### config.mk
export PLATFORM = sky130hd
export DESIGN_NAME = lut_exec_unit
export DESIGN_NICKNAME = d
export VERILOG_FILES = /design/src/rtl/lut_exec_unit.sv
export SDC_FILE = /design/constraint.sdc
export NUM_CORES = 1
export LEC_CHECK = 0
export BUFFER_PORTS_ARGS = -buffer_cell sky130_fd_sc_hd__buf_4
export CAP_MARGIN = 30
export CORE_MARGIN = 10
export CORE_UTILIZATION = 30
export CTS_CLUSTER_SIZE = 25
export DETAILED_ROUTE_END_ITERATION = 7
export GPL_TIMING_DRIVEN = 0
export SKIP_CTS_REPAIR_TIMING = 1
export SLEW_MARGIN = 20
export SYNTH_ARGS = -nofsm -noshare
export SYNTH_HDL_FRONTEND = slang
export SYNTH_SLANG_ARGS = --single-unit
### constraint.sdc
create_clock -name clk -period 6 [get_ports clk]
set_input_delay 0.3 -clock clk [delete_from_list [all_inputs] [get_ports clk]]
set_output_delay 0.3 -clock clk [all_outputs]
set_load 0.01 [all_outputs]
### src/rtl/lut_exec_unit.sv
module lut_exec_unit #(
  parameter int W      = 32,
  parameter int FID_W  = 11,
  parameter int CFG_AW = 7,
  parameter int CFG_DW = 16
) (
  input  logic              clk,
  input  logic              rst_n,
  input  logic              issue,
  input  logic [FID_W-1:0]  fid,
  input  logic [W-1:0]      opa,
  input  logic [W-1:0]      opb,
  output logic [W-1:0]      result,
  output logic              res_valid,
  output logic              miss_fault,
  input  logic              cfg_we,
  input  logic [CFG_AW-1:0] cfg_addr,
  input  logic [CFG_DW-1:0] cfg_wdata
);
  localparam int LVL  = 3;
  localparam int NLUT = W * LVL;
  localparam logic [CFG_AW-1:0] NLUT_A  = CFG_AW'(NLUT);
  localparam logic [CFG_AW-1:0] TAG_ADR = '1;

  logic [15:0]      tt [NLUT];
  logic [FID_W-1:0] tag;
  logic             tag_ok;
  logic [W-1:0]     x0, x1, y;
  logic             hit;

  always_ff @(posedge clk)
    if (cfg_we && cfg_addr < NLUT_A) tt[cfg_addr] <= cfg_wdata[15:0];

  always_ff @(posedge clk or negedge rst_n)
    if (!rst_n) begin
      tag_ok <= 1'b0;
      tag    <= '0;
    end else if (cfg_we) begin
      if (cfg_addr == TAG_ADR) begin
        tag    <= cfg_wdata[FID_W-1:0];
        tag_ok <= 1'b1;
      end else if (cfg_addr < NLUT_A) begin
        tag_ok <= 1'b0;
      end
    end

  for (genvar i = 0; i < W; i++) begin : g_slice
    localparam int P = (i + W - 1) % W;
    localparam int N = (i + 1) % W;
    assign x0[i] = tt[i][{opb[P], opa[P], opb[i], opa[i]}];
    assign x1[i] = tt[W + i][{opb[i], opa[i], x0[P], x0[i]}];
    assign y[i]  = tt[2*W + i][{x1[N], x0[i], x1[P], x1[i]}];
  end

  assign hit        = tag_ok && (fid == tag);
  assign res_valid  = issue && hit;
  assign miss_fault = issue && !hit;
  assign result     = res_valid ? y : '0;
endmodule

Word level (Yosys, flattened, before mapping)
Memory sizes are Yosys's and may differ from the RTL's.
Cells that the tools add are included.
Widths: inputs -> output; s select.

word-level totals
  bits in writable memories = 1,536
  bits of input ports = 102
  output and inout bits = 34
  memories kept = 1
  flip-flop bits (word level) = 12
  logic and storage cells = 307

operators by class
  order comparisons = 97
  multiplexer cells = 197
  equality and inequality tests = 2
  reductions and logical operators = 8

memory list
  memory  words  width  rd ports  clocked after memory_dff  write ports  line  RTL
  tt      96     16     96        0                         1            25    logic [15:0] tt [NLUT];

operators with widths
  operator            count
  $lt 4x5->1 const B  96
  $bmux 1 s4          96
  $mux 1              100
  $mux 32             1
  $eq 11x11->1        1
  $eq 7x7->1 const B  1
  $lt 7x7->1 const B  1
  $logic_and 1x1->1   4
  $reduce_and 2->1    2
  $reduce_bool 2->1   1
  $logic_not 1->1     1

Longest topological paths before layout
  depth in word-level cells = 7
  depth in mapped cells = 16
  gate-level depth less buffers = 11

Worst setup path after synthesis
No wires, ideal clock.

  path type = input port to output port
  start = input opa[29]
  end = output result[29]
  buffers on the path = 2
  data required time = 5,700 ps
  slack = 1,951 ps
  stages = 12
  data arrival time = 3,749 ps
  cell sequence = buf_2 > mux4_2 > a22oi_1 > nand2_1 > inv_2 > mux4_2 > mux2i_1 > clkbuf_1 > nand3_1 > a31oi_1 > a211oi_1 > a311oi_1

between the ends
  word-level cells in the longest chain between the ends = 7
  elaborated cells between the ends (all ways) = 11
  those cells by class = mux (11)

RTL lines
  element                           line  RTL
  start: declaration                11    input logic [W-1:0] opa,
  $bmux 1 s4                        50    assign x0[i] = tt[i][{opb[P], opa[P], opb[i], opa[i]}];
  $mux 1 (implied by the code)      50
  $bmux 1 s4                        51    assign x1[i] = tt[W + i][{opb[i], opa[i], x0[P], x0[i]}];
  $mux 1 (implied by the code)      51
  $bmux 1 s4 (*)                    52    assign y[i] = tt[2*W + i][{x1[N], x0[i], x1[P], x1[i]}];
  $mux 1 (implied by the code) (*)  52
  $mux 32 (*)                       58    assign result = res_valid ? y : '0;
  end: declaration                  13    output logic [W-1:0] result,

Mark *: on every way between the ends. The rest lies on a longest branch, timed or not. The select of a mux whose other input is x is not followed.

==> results by group <==
Final layout
  • Commonest non-fill, non-tap cell in the layout: edfxtp_1
  • Nets: 3547
  • Storage element area: roughly 46000 um^2
  • Area grow syn2layout: 16.2%
  • Fillcell total: 19000
  • Layout cells sized above 1: 23.4%
  • Most frequent cells in the layout: edfxtp_1, mux2i_1, mux4_2, clkbuf_16, buf_4
  • Area of the multi-input gates: roughly 14000 um^2

Synthesis
  • Top_reg_cell synth: edfxtp_1
  • Synthesis-stage register bit count: approximately 1500
  • Post-Synthesis Cells: roughly 3200
  • Synth warn: 0
  • Net Count, Synth: between 3000 and 4000
  • Count of cell types in the netlist: 74
  • Syn_area_per_cell: 19.5 um^2
  • Sequential element share of the synthesized area: between 70% and 80%
  • Area of the mapped netlist: around 60000 um^2
  • EDFF count, synth: approximately 1500
  • Synth async-reset ratio: 0.775%

STA
  • Minimum clock period: around 5.7 ns
  • Achievable Freq: 177 MHz
  • Pins over their slew limit: 0
  • Period utilization: a little over nine tenths
  • RSZ-0062 raised after global routing: no
  • Hold_ws: between 0.009 and 0.01 ns
  • Clk_skew: 0 ns
  • Total negative setup slack: 0 ns
  • # setup viols final: 0
  • Slew margin rel.: ~33%
  • Hold Fails Final Rpt: 0
  • Actual slew at the worst max-slew pin: ~1 ns

Setup path
  • WP data arrival: between 5 and 6 ns
  • Most used cell along the critical path: buf_4
  • Crit end category: primary output
  • Crit Reg-Reg Startpoint: tag[5]$_DFFE_PN0P_
  • Crit path largest cell delay: 0.80 ns
  • Reg2reg path depth: 1
  • Critical path startpoint category: flop
  • Critical path fanouts, max: 10
  • CP max-delay cell: a211oi_1
  • R2R Setup Slk: approximately 5.2 ns
  • Crit Reg-Reg Endpoint: tag[5]$_DFFE_PN0P_
  • Worst path required time: between 5 and 6 ns
  • CP Cell Sequence: mux4_2, mux4_2, buf_4, buf_4, mux2i_1, mux4_2, mux2i_1, buf_4, mux2i_1, a211oi_1, a21oi_1, a211oi_1, buf_4
  • Crit Path Category: flop to primary output

Global routing
  • Largest net degree at the start of global routing: 67
  • Gr ovfl total: 0
  • Initial antenna violation count: 20
  • Total track usage: between 10% and 20%
  • Vias in the first global route: about 32000
  • First-pass GRT wire length: about 220000 um

Min path
  • Min-delay src: cfg_wdata[6]
  • Worst hold path depth: 1
  • Hold EP: tt[16][6]$_DFFE_PP_
  • Hold Path Class: input pin to flop

Pwr
  • Power Total: ~23 mW
  • Worst vdd ir: 0.000302 V
  • Leak: 23.2 nW
  • Pwr/cell area: approximately 320 nW/um^2

Place
  • Routability congestion estimate: roughly 0.73
  • I/O Buffers: between 80 and 90
  • Hpwl dp: around 85000 um

Run
  • Max-Cap Viols: 0

Drt
  • Post-route ant nets: 0
  • Starting DRC count in detailed routing: between 2000 and 3000
  • Vias/cell: between 4 and 5
  • Drt total wl: 152000 um
  • Routed len/inst: 24.3 um
  • Vias: 30900
  • TritonRoute pass-1 iters: 5
  • # DRC: 0

Floorplan
  • Chip height: 472 um
  • DIE AREA: approximately 220000 um^2
  • Std-Cell Rows: 166
  • Initial core utilization: between 30% and 40%
  • Core box area: 204000 um^2
  • # IOs: 136
  • Die W: ~470 um

Clocking
  • Clock Latency Late Sink: around 0.76 ns
  • Clock tree buffer depth: 3
  • CTS tree: yes
  • Reg clk slew, reported paths: ~0.06 ns
  • Sink Count: between 1500 and 2000
  • H-tree level count: 4
  • Cts bufs inserted: around 140
  • Root buffer cell: clkbuf_16

Run status
  • Status: complete, no violations
==> metrics by stage <==
stage	setup slack (ns)	cells	util [%]	area (um^2)
floorplan	1.95	3152	-	61400
global placement	0.495	5929	32.1	65400
detailed placement	0.494	5970	32.6	66600
CTS	0.0107	6232	34.9	71200
global route	0.0698	6249	35.0	71400
finish	0.338	6254	35.0	71400
==> metal layers <==
metal | global-route usage, % | up-vias | wire (um)
li1 | - | 13400 | -
met1 | 18.7 | 16400 | 69100
met2 | 21.4 | 882 | 71900
met3 | 1.86 | 207 | 7650
met4 | 3.40 | 6 | 3030
met5 | 0 | - | 34
==> cell usage after synthesis, types with 8 or more instances <==
library cell  number  area (um^2)
xnor2_1           11         96.3
inv_1             26         97.6
a211oi_1          68          510
and2_1            10         62.6
a221oi_1           8         70.1
mux4_2           194         4370
nor2b_1           33          206
nand3b_1           8         60.1
o21ai_1           14         70.1
nand3_1           37          185
o2111ai_1         23          201
edfxtp_1        1536        46100
o211ai_1          27          203
buf_4             22          165
a22oi_1           11         82.6
nand4_1           14         87.6
dfrtp_1           12          300
mux2_1            29          327
buf_2             68          340
clkbuf_1          43          161
mux2_2            90         1010
buf_1              9         33.8
mux2i_1          427         4270
nand2b_1           9         56.3
nor3_1             8         40.0
a21oi_1           37          185
nor2_1           160          601
o21ai_0           14         70.1
nand2_1           83          312
==> registers in the layout (all words and copies together) (netlist names) <==
signal	count
tag_ok	1
tt	1536
tag	11
==> how the worst max path moves through the flow <==
stage | slack, ns | startpoint | endpoint
2_1_floorplan | 1.95 | opa[29] | result[29]
3_3_place_gp | 0.49 | opa[29] | result[29]
3_5_place_dp | 0.49 | opa[29] | result[29]
4_1_cts | 0.01 | tt[29][15]$_DFFE_PP_ | result[29]
5_1_grt | 0.07 | tt[7][7]$_DFFE_PP_ | result[8]
6_report | 0.34 | tt[7][7]$_DFFE_PP_ | result[8]
==> final cells by class <==
class	count	area share [%]
Timing Repair Buffer	147	2.45
Sequential cell	1548	65.0
Antenna cell	5	0.0175
Tap cell	2688	4.71
Clock buffer	188	5.56
Clock inverter	74	0.862
Inverter	31	0.167
Multi-Input combinational cell	1422	20.0
Buffer	151	1.15
==> critical path, delay by kind of cell, from the launching register on <==
family / cells / cell delay [ns]
compound gates: 3 / 1.09
buf+inv: 4 / 0.98
flops: 1 / 0.37
mux: 6 / 2.14
==> power by group <==
part / switching (mW) / internal, mW
logic: 1.08 / 0.721
clock network: 3.93 / 5.09
registers: 0.0138 / 11.9
total: 5.03 / 17.7
==> cell families after synthesis <==
logic type,share of synthesized area [%]
XOR/XNOR,0.157
flip-flops,75.6
multiplexers,16.5
AO/OA/AOI/OAI,3.35
AND/OR/NAND/NOR,2.91
buffers and inverters,1.51
(Power assumes the default switching activity.)
